<file path="src/rtl/isprio_pkg.sv">
package isprio_pkg;
  typedef enum logic [1:0] {
    A_ISR  = 2'd0,
    A_KEY  = 2'd1,
    A_FLG  = 2'd2,
    A_NONE = 2'd3
  } reg_addr_e;
endpackage

</file>
<file path="src/rtl/isprio_decode.sv">
module isprio_decode
  import isprio_pkg::*;
#(
  parameter int W = 16
) (
  input  logic         req,
  input  logic         we,
  input  logic [1:0]   addr,
  input  logic         full,
  input  logic [W-1:0] wdata,
  output logic         key_arm,
  output logic         key_disarm,
  output logic         isr_zero_wr
);
  logic wr_full;
  assign wr_full     = req && we && full;
  assign key_arm     = wr_full && (addr == A_KEY) && (wdata == '1);
  assign key_disarm  = wr_full && (addr == A_KEY) && (wdata == '0);
  assign isr_zero_wr = wr_full && (addr == A_ISR) && (wdata == '0);
endmodule

</file>
<file path="src/rtl/isprio_key.sv">
module isprio_key #(
  parameter int W = 16
) (
  input  logic         clk,
  input  logic         rst_n,
  input  logic         arm,
  input  logic         disarm,
  input  logic         relock,
  output logic [W-1:0] key_q,
  output logic         armed
);
  always_ff @(posedge clk or negedge rst_n) begin
    if (!rst_n)              key_q <= '0;
    else if (relock||disarm) key_q <= '0;
    else if (arm)            key_q <= '1;
  end
  assign armed = (key_q == '1);
endmodule

</file>
<file path="src/rtl/isprio_core.sv">
module isprio_core #(
  parameter int W    = 16,
  parameter int NCLS = 3,
  localparam int LW  = $clog2(W),
  localparam int CW  = $clog2(NCLS + 1)
) (
  input  logic          clk,
  input  logic          rst_n,
  input  logic          clr,
  input  logic          ack_valid,
  input  logic [LW-1:0] ack_level,
  input  logic [CW-1:0] ack_class,
  input  logic          eos_valid,
  output logic [W-1:0]  isr_q,
  output logic [NCLS-1:0] flg_q
);
  logic [W-1:0] lowest, after_eos, set_mask, isr_d;

  assign lowest    = isr_q & (~isr_q + W'(1));
  assign after_eos = eos_valid ? (isr_q & ~lowest) : isr_q;
  assign set_mask  = ack_valid ? (W'(1) << ack_level) : '0;
  assign isr_d     = clr ? '0 : (after_eos | set_mask);

  always_ff @(posedge clk or negedge rst_n) begin
    if (!rst_n) isr_q <= '0;
    else        isr_q <= isr_d;
  end

  for (genvar c = 0; c < NCLS; c++) begin : g_flag
    always_ff @(posedge clk or negedge rst_n) begin
      if (!rst_n)                                   flg_q[c] <= 1'b0;
      else if (clr)                                 flg_q[c] <= 1'b0;
      else if (ack_valid && ack_class == CW'(c))    flg_q[c] <= 1'b1;
    end
  end
endmodule

</file>
<file path="src/rtl/isprio_guard.sv">
module isprio_guard
  import isprio_pkg::*;
#(
  parameter int W    = 16,
  parameter int NCLS = 3,
  localparam int LW  = $clog2(W),
  localparam int CW  = $clog2(NCLS + 1)
) (
  input  logic          clk,
  input  logic          rst_n,
  input  logic          bus_req,
  input  logic          bus_we,
  input  logic [1:0]    bus_addr,
  input  logic          bus_full,
  input  logic [W-1:0]  bus_wdata,
  output logic [W-1:0]  bus_rdata,
  input  logic          ack_valid,
  input  logic [LW-1:0] ack_level,
  input  logic [CW-1:0] ack_class,
  input  logic          eos_valid,
  output logic [W-1:0]  isr_out,
  output logic [NCLS-1:0] flags_out
);
  logic         key_arm, key_disarm, isr_zero_wr, armed, clr;
  logic [W-1:0] key_q;

  isprio_decode #(.W(W)) u_dec (
    .req(bus_req), .we(bus_we), .addr(bus_addr), .full(bus_full),
    .wdata(bus_wdata), .key_arm(key_arm), .key_disarm(key_disarm),
    .isr_zero_wr(isr_zero_wr)
  );

  assign clr = isr_zero_wr && armed;

  isprio_key #(.W(W)) u_key (
    .clk(clk), .rst_n(rst_n), .arm(key_arm), .disarm(key_disarm),
    .relock(clr), .key_q(key_q), .armed(armed)
  );

  isprio_core #(.W(W), .NCLS(NCLS)) u_core (
    .clk(clk), .rst_n(rst_n), .clr(clr), .ack_valid(ack_valid),
    .ack_level(ack_level), .ack_class(ack_class), .eos_valid(eos_valid),
    .isr_q(isr_out), .flg_q(flags_out)
  );

  always_comb begin
    bus_rdata = '0;
    if (bus_req && !bus_we) begin
      case (bus_addr)
        A_ISR:   bus_rdata = isr_out;
        A_KEY:   bus_rdata = key_q;
        A_FLG:   bus_rdata = W'(flags_out);
        default: bus_rdata = '0;
      endcase
    end
  end
endmodule

</file>
<file path="config.mk">
export PLATFORM = sky130hd
export DESIGN_NAME = isprio_guard
export DESIGN_NICKNAME = d
export VERILOG_FILES = /design/src/rtl/isprio_pkg.sv /design/src/rtl/isprio_decode.sv /design/src/rtl/isprio_key.sv /design/src/rtl/isprio_core.sv /design/src/rtl/isprio_guard.sv
export SDC_FILE = /design/constraint.sdc
export NUM_CORES = 1
export LEC_CHECK = 0
export CAP_MARGIN = 5
export CORE_AREA = 2 2 66 68
export CTS_BUF_LIST = sky130_fd_sc_hd__clkbuf_2
export DETAILED_ROUTE_END_ITERATION = 8
export DIE_AREA = 0 0 68 70
export PLACE_DENSITY = 0.83
export SYNTH_ARGS = -nofsm -noshare
export SYNTH_HDL_FRONTEND = slang
export SYNTH_HIERARCHICAL = 1
export SYNTH_SLANG_ARGS = --single-unit
</file>
<file path="constraint.sdc">
create_clock -name clk -period 1.9 [get_ports clk]
set_input_delay 0.285 -clock clk [delete_from_list [all_inputs] [get_ports clk]]
set_output_delay 0.285 -clock clk [all_outputs]
set_load 0.05 [all_outputs]
</file>
==> impl_metrics.sql <==
INSERT INTO impl_metrics (metric_group, metric, value, unit) VALUES
('global_routing', 'grt.total_usage', '20.3', '%'),
('power', 'clock_power_share', '12.4', '%'),
('cts', 'cts.sinks', '20', ''),
('setup_path', 'worstReg2RegStart', 'u_core/isr_q[1]', ''),
('setup_path', 'cp_cell_sequence', 'clkdlybuf4s50_1 -> buf_4 -> nand2b_4 -> or2_4 -> nor2_1 -> buf_12', ''),
('finish', 'layoutNonFillerInstCount', '296', ''),
('power', 'power.share.switching', '42.5', '%'),
('timing', 'timing.max_slew.rel_slack', '65.7', '%'),
('hold_path', 'hold_class', 'primary input to asynchronous set/reset pin', ''),
('floorplan', 'die_area', '4760', 'um^2'),
('routing', 'drt_pass1_iterations', '4', ''),
('place', 'io_buffer_count', '65', ''),
('power', 'power.leakage', '1.15', 'nW'),
('yosys', 'netlist-cell-type-count', '38', ''),
('yosys', 'synth_nets', '204', ''),
('yosys', 'synth.top_cell.area_share', '32.9', '%'),
('run', 'timing.max_cap.violations', '0', ''),
('global_routing', 'grt_pass1_vias', '1594', ''),
('cts', 'clock_tree.buffer_depth', '2', ''),
('place', 'hpwlAfterDp', '3510', 'um'),
('cts', 'cts_root_buffer', 'sky130_fd_sc_hd__clkbuf_2', ''),
('yosys', 'netlist_area', '1520', 'um^2'),
('setup_path', 'timing.setup.critical_path_class', 'primary input to primary output', ''),
('finish', 'syn_to_final_growth', '63.2', '%'),
('timing', 'grt_setup_unrepaired', 'yes', ''),
('setup_path', 'cp-startpoint', 'bus_req', ''),
('timing', 'timing_worst_slew_pin_value', '514', 'ps'),
('finish', 'fillerInstances', '346', ''),
('finish', 'diodes', '0', ''),
('routing', 'routed_wire_length_per_instance', '15.5', 'um'),
('floorplan', 'top_level_ports', '66', ''),
('routing', 'ant_nets', '0', ''),
('place', 'gp_routability_congestion', '0.888', ''),
('status', 'outcome', 'finished clean', ''),
('global_routing', 'grt_pass1_wl', '7560', 'um'),
('yosys', 'post_synth_main_area_contributors', 'sky130_fd_sc_hd__dfrtp_1, sky130_fd_sc_hd__mux2i_1, sky130_fd_sc_hd__buf_4, sky130_fd_sc_hd__nor2_1, sky130_fd_sc_hd__a21oi_1', ''),
('finish', 'mostFrequentLayoutCells', 'sky130_fd_sc_hd__buf_4, sky130_fd_sc_hd__clkdlybuf4s50_1, sky130_fd_sc_hd__nor2_1, sky130_fd_sc_hd__dfrtp_1, sky130_fd_sc_hd__buf_12', ''),
('timing', 'final_hold_viol_count', '0', ''),
('routing', 'dr_total_vias', '1613', ''),
('floorplan', 'fp.coreArea', '4140', 'um^2'),
('cts', 'htreeDepth', '1', ''),
('yosys', 'synthesis.yosys.warnings', '6', ''),
('timing', 'fmax', '0.527', 'GHz'),
('setup_path', 'cpMaxStageDelayCell', 'sky130_fd_sc_hd__clkdlybuf4s50_1', ''),
('setup_path', 'setup_slack_of_the_worst_register_to_register_path', '50', 'ps'),
('finish', 'drive_above_1_share', '32.8', '%'),
('routing', 'drcViolationCount', '0', ''),
('power', 'power-per-cell-area', '565', 'nW/um^2'),
('timing', 'final.setup.tns', '0', 'ps'),
('cts', 'worst_skew_pair.late_latency', '320', 'ps'),
('timing', 'final_max_slew_viol_count', '0', ''),
('cts', 'cts_inserted_buffers', '3', ''),
('routing', 'post_drt_via_cell_ratio', '5.45', ''),
('yosys', 'synth_top_cell_by_area', 'sky130_fd_sc_hd__dfrtp_1', ''),
('timing', 'setup_violations', '0', ''),
('yosys', 'synth-seq-area-share', '32.9', '%'),
('power', 'switchingPower', '0.596', 'mW'),
('timing', 'final_period_minus_worst_setup_slack', '1900', 'ps'),
('cts', 'clk_pin_slew', '180', 'ps'),
('routing', 'drt-initial-drc-count', '93', ''),
('setup_path', 'worst_ep_required_time', '1620', 'ps'),
('power', 'internal_dissipation', '0.806', 'mW'),
('setup_path', 'cpPeakStageDelay', '480', 'ps'),
('floorplan', 'initial_utilization', '36.7', '%'),
('timing', 'timing.clock.skew', '8.34', 'ps'),
('cts', 'tritoncts_clock_tree', 'yes', ''),
('yosys', 'synthCells', '173', ''),
('yosys', 'syn_area_per_cell', '8.79', 'um^2'),
('power', 'combinationalPowerShare', '49.2', '%'),
('global_routing', 'overflow', '0', ''),
('setup_path', 'critical_path.endpoint_type', 'primary output', '');
==> logic make-up (layout without fill, tap and decap cells) <==
group | Yosys count | count (layout) | synth area share [%]
DFF | 20 | 20 | 32.9
AOI/OAI and AO/OA | 37 | 37 | 16.1
buffers and inverters | 28 | 99 | 12.8
and+or+nand+nor | 75 | 75 | 29.6
muxes | 13 | 13 | 8.55
==> synth_stat cells (all sizes together) <==
library cell / n
or3b: 1
inv: 6
clkbuf: 2
or3: 2
o21ai: 4
nor2b: 4
a31oi: 3
nand2b: 4
nand3: 1
o41ai: 4
o311ai: 1
buf: 20
and4: 1
nor3: 2
a211oi: 8
and2b: 2
a21oi: 12
dfrtp: 20
nor2: 22
and3b: 3
or2: 4
or4: 4
and3: 1
nor4: 5
nand2: 11
nand4: 5
mux2i: 13
a32o: 2
nand4b: 1
nor3b: 1
a22oi: 2
and2: 1
o31ai: 1
==> routing by layer <==
metal	track usage [%]	vias up	share of wire (%)
met5	0	-	0
met4	6.44	0	2.1
met3	1.13	11	5.1
met2	33.5	70	53
met1	28.0	771	40
li1	-	761	-
==> power groups by stage <==
stage / sequential, mW / combinational (mW) / clock, mW
after floorplan: 0.717 / 0.215 / 0
after CTS: 0.535 / 0.683 / 0.183
final: 0.537 / 0.690 / 0.175
after global placement: 0.538 / 0.669 / 0
after detailed placement: 0.542 / 0.682 / 0
after global routing: 0.545 / 0.732 / 0.199
==> path summary, 6_finish.rpt <==
check                      cells past startpoint          endpoint
setup reg to reg                               3   u_core/isr_q[8]
hold / removal                                 2   u_core/isr_q[7]
max in group asynchronous                      2   u_core/isr_q[5]
setup / recovery                               6      bus_rdata[6]
hold reg to reg                                2  u_core/isr_q[12]
min in group clk                               2  u_core/isr_q[12]
==> metrics by stage <==
| stage | util (%) | instance area [um^2] | hold WS (ps) | setup WS (ps) |
|---|---|---|---|---|
| after detailed placement | 57.5 | 2380 | 561 | -449 |
| final | 59.9 | 2480 | 269 | 1.30 |
| after CTS | 58.8 | 2440 | 265 | 0.884 |
| after global placement | 57.5 | 2380 | 561 | -292 |
| after global routing | 59.9 | 2480 | 274 | -60.2 |
| after floorplan | - | 1550 | -10.6 | -51.6 |
==> what timing repair did <==
item,CTS,global route
setup buffers,2,2
hold buffers,0,0
gates resized for setup,17,11
pin swaps,3,8
gates cloned,0,0
endpoints found under the setup margin,24,25
==> registers in the layout, indices dropped and copies added, names as in the netlist <==
name          flops
u_core/flg_q      3
u_key/key_q       1
u_core/isr_q     16
==> critical path, delay by kind of cell <==
kind	cells	cell delay, ps
buffers and inverters	3	770
and+or+nand+nor	3	560
==> final cells by class <==
cell class	count	area (um^2)	share of cell area, %
timing repair buffer	89	971	39.1
multi-input combinational	125	902	36.3
sequential	20	504	20.3
tap	52	65.1	2.62
inverter	6	22.5	0.907
clock buffer	3	15.0	0.605
clock inverter	1	3.75	0.151
No activity file was read; power rests on OpenSTA's default activity.
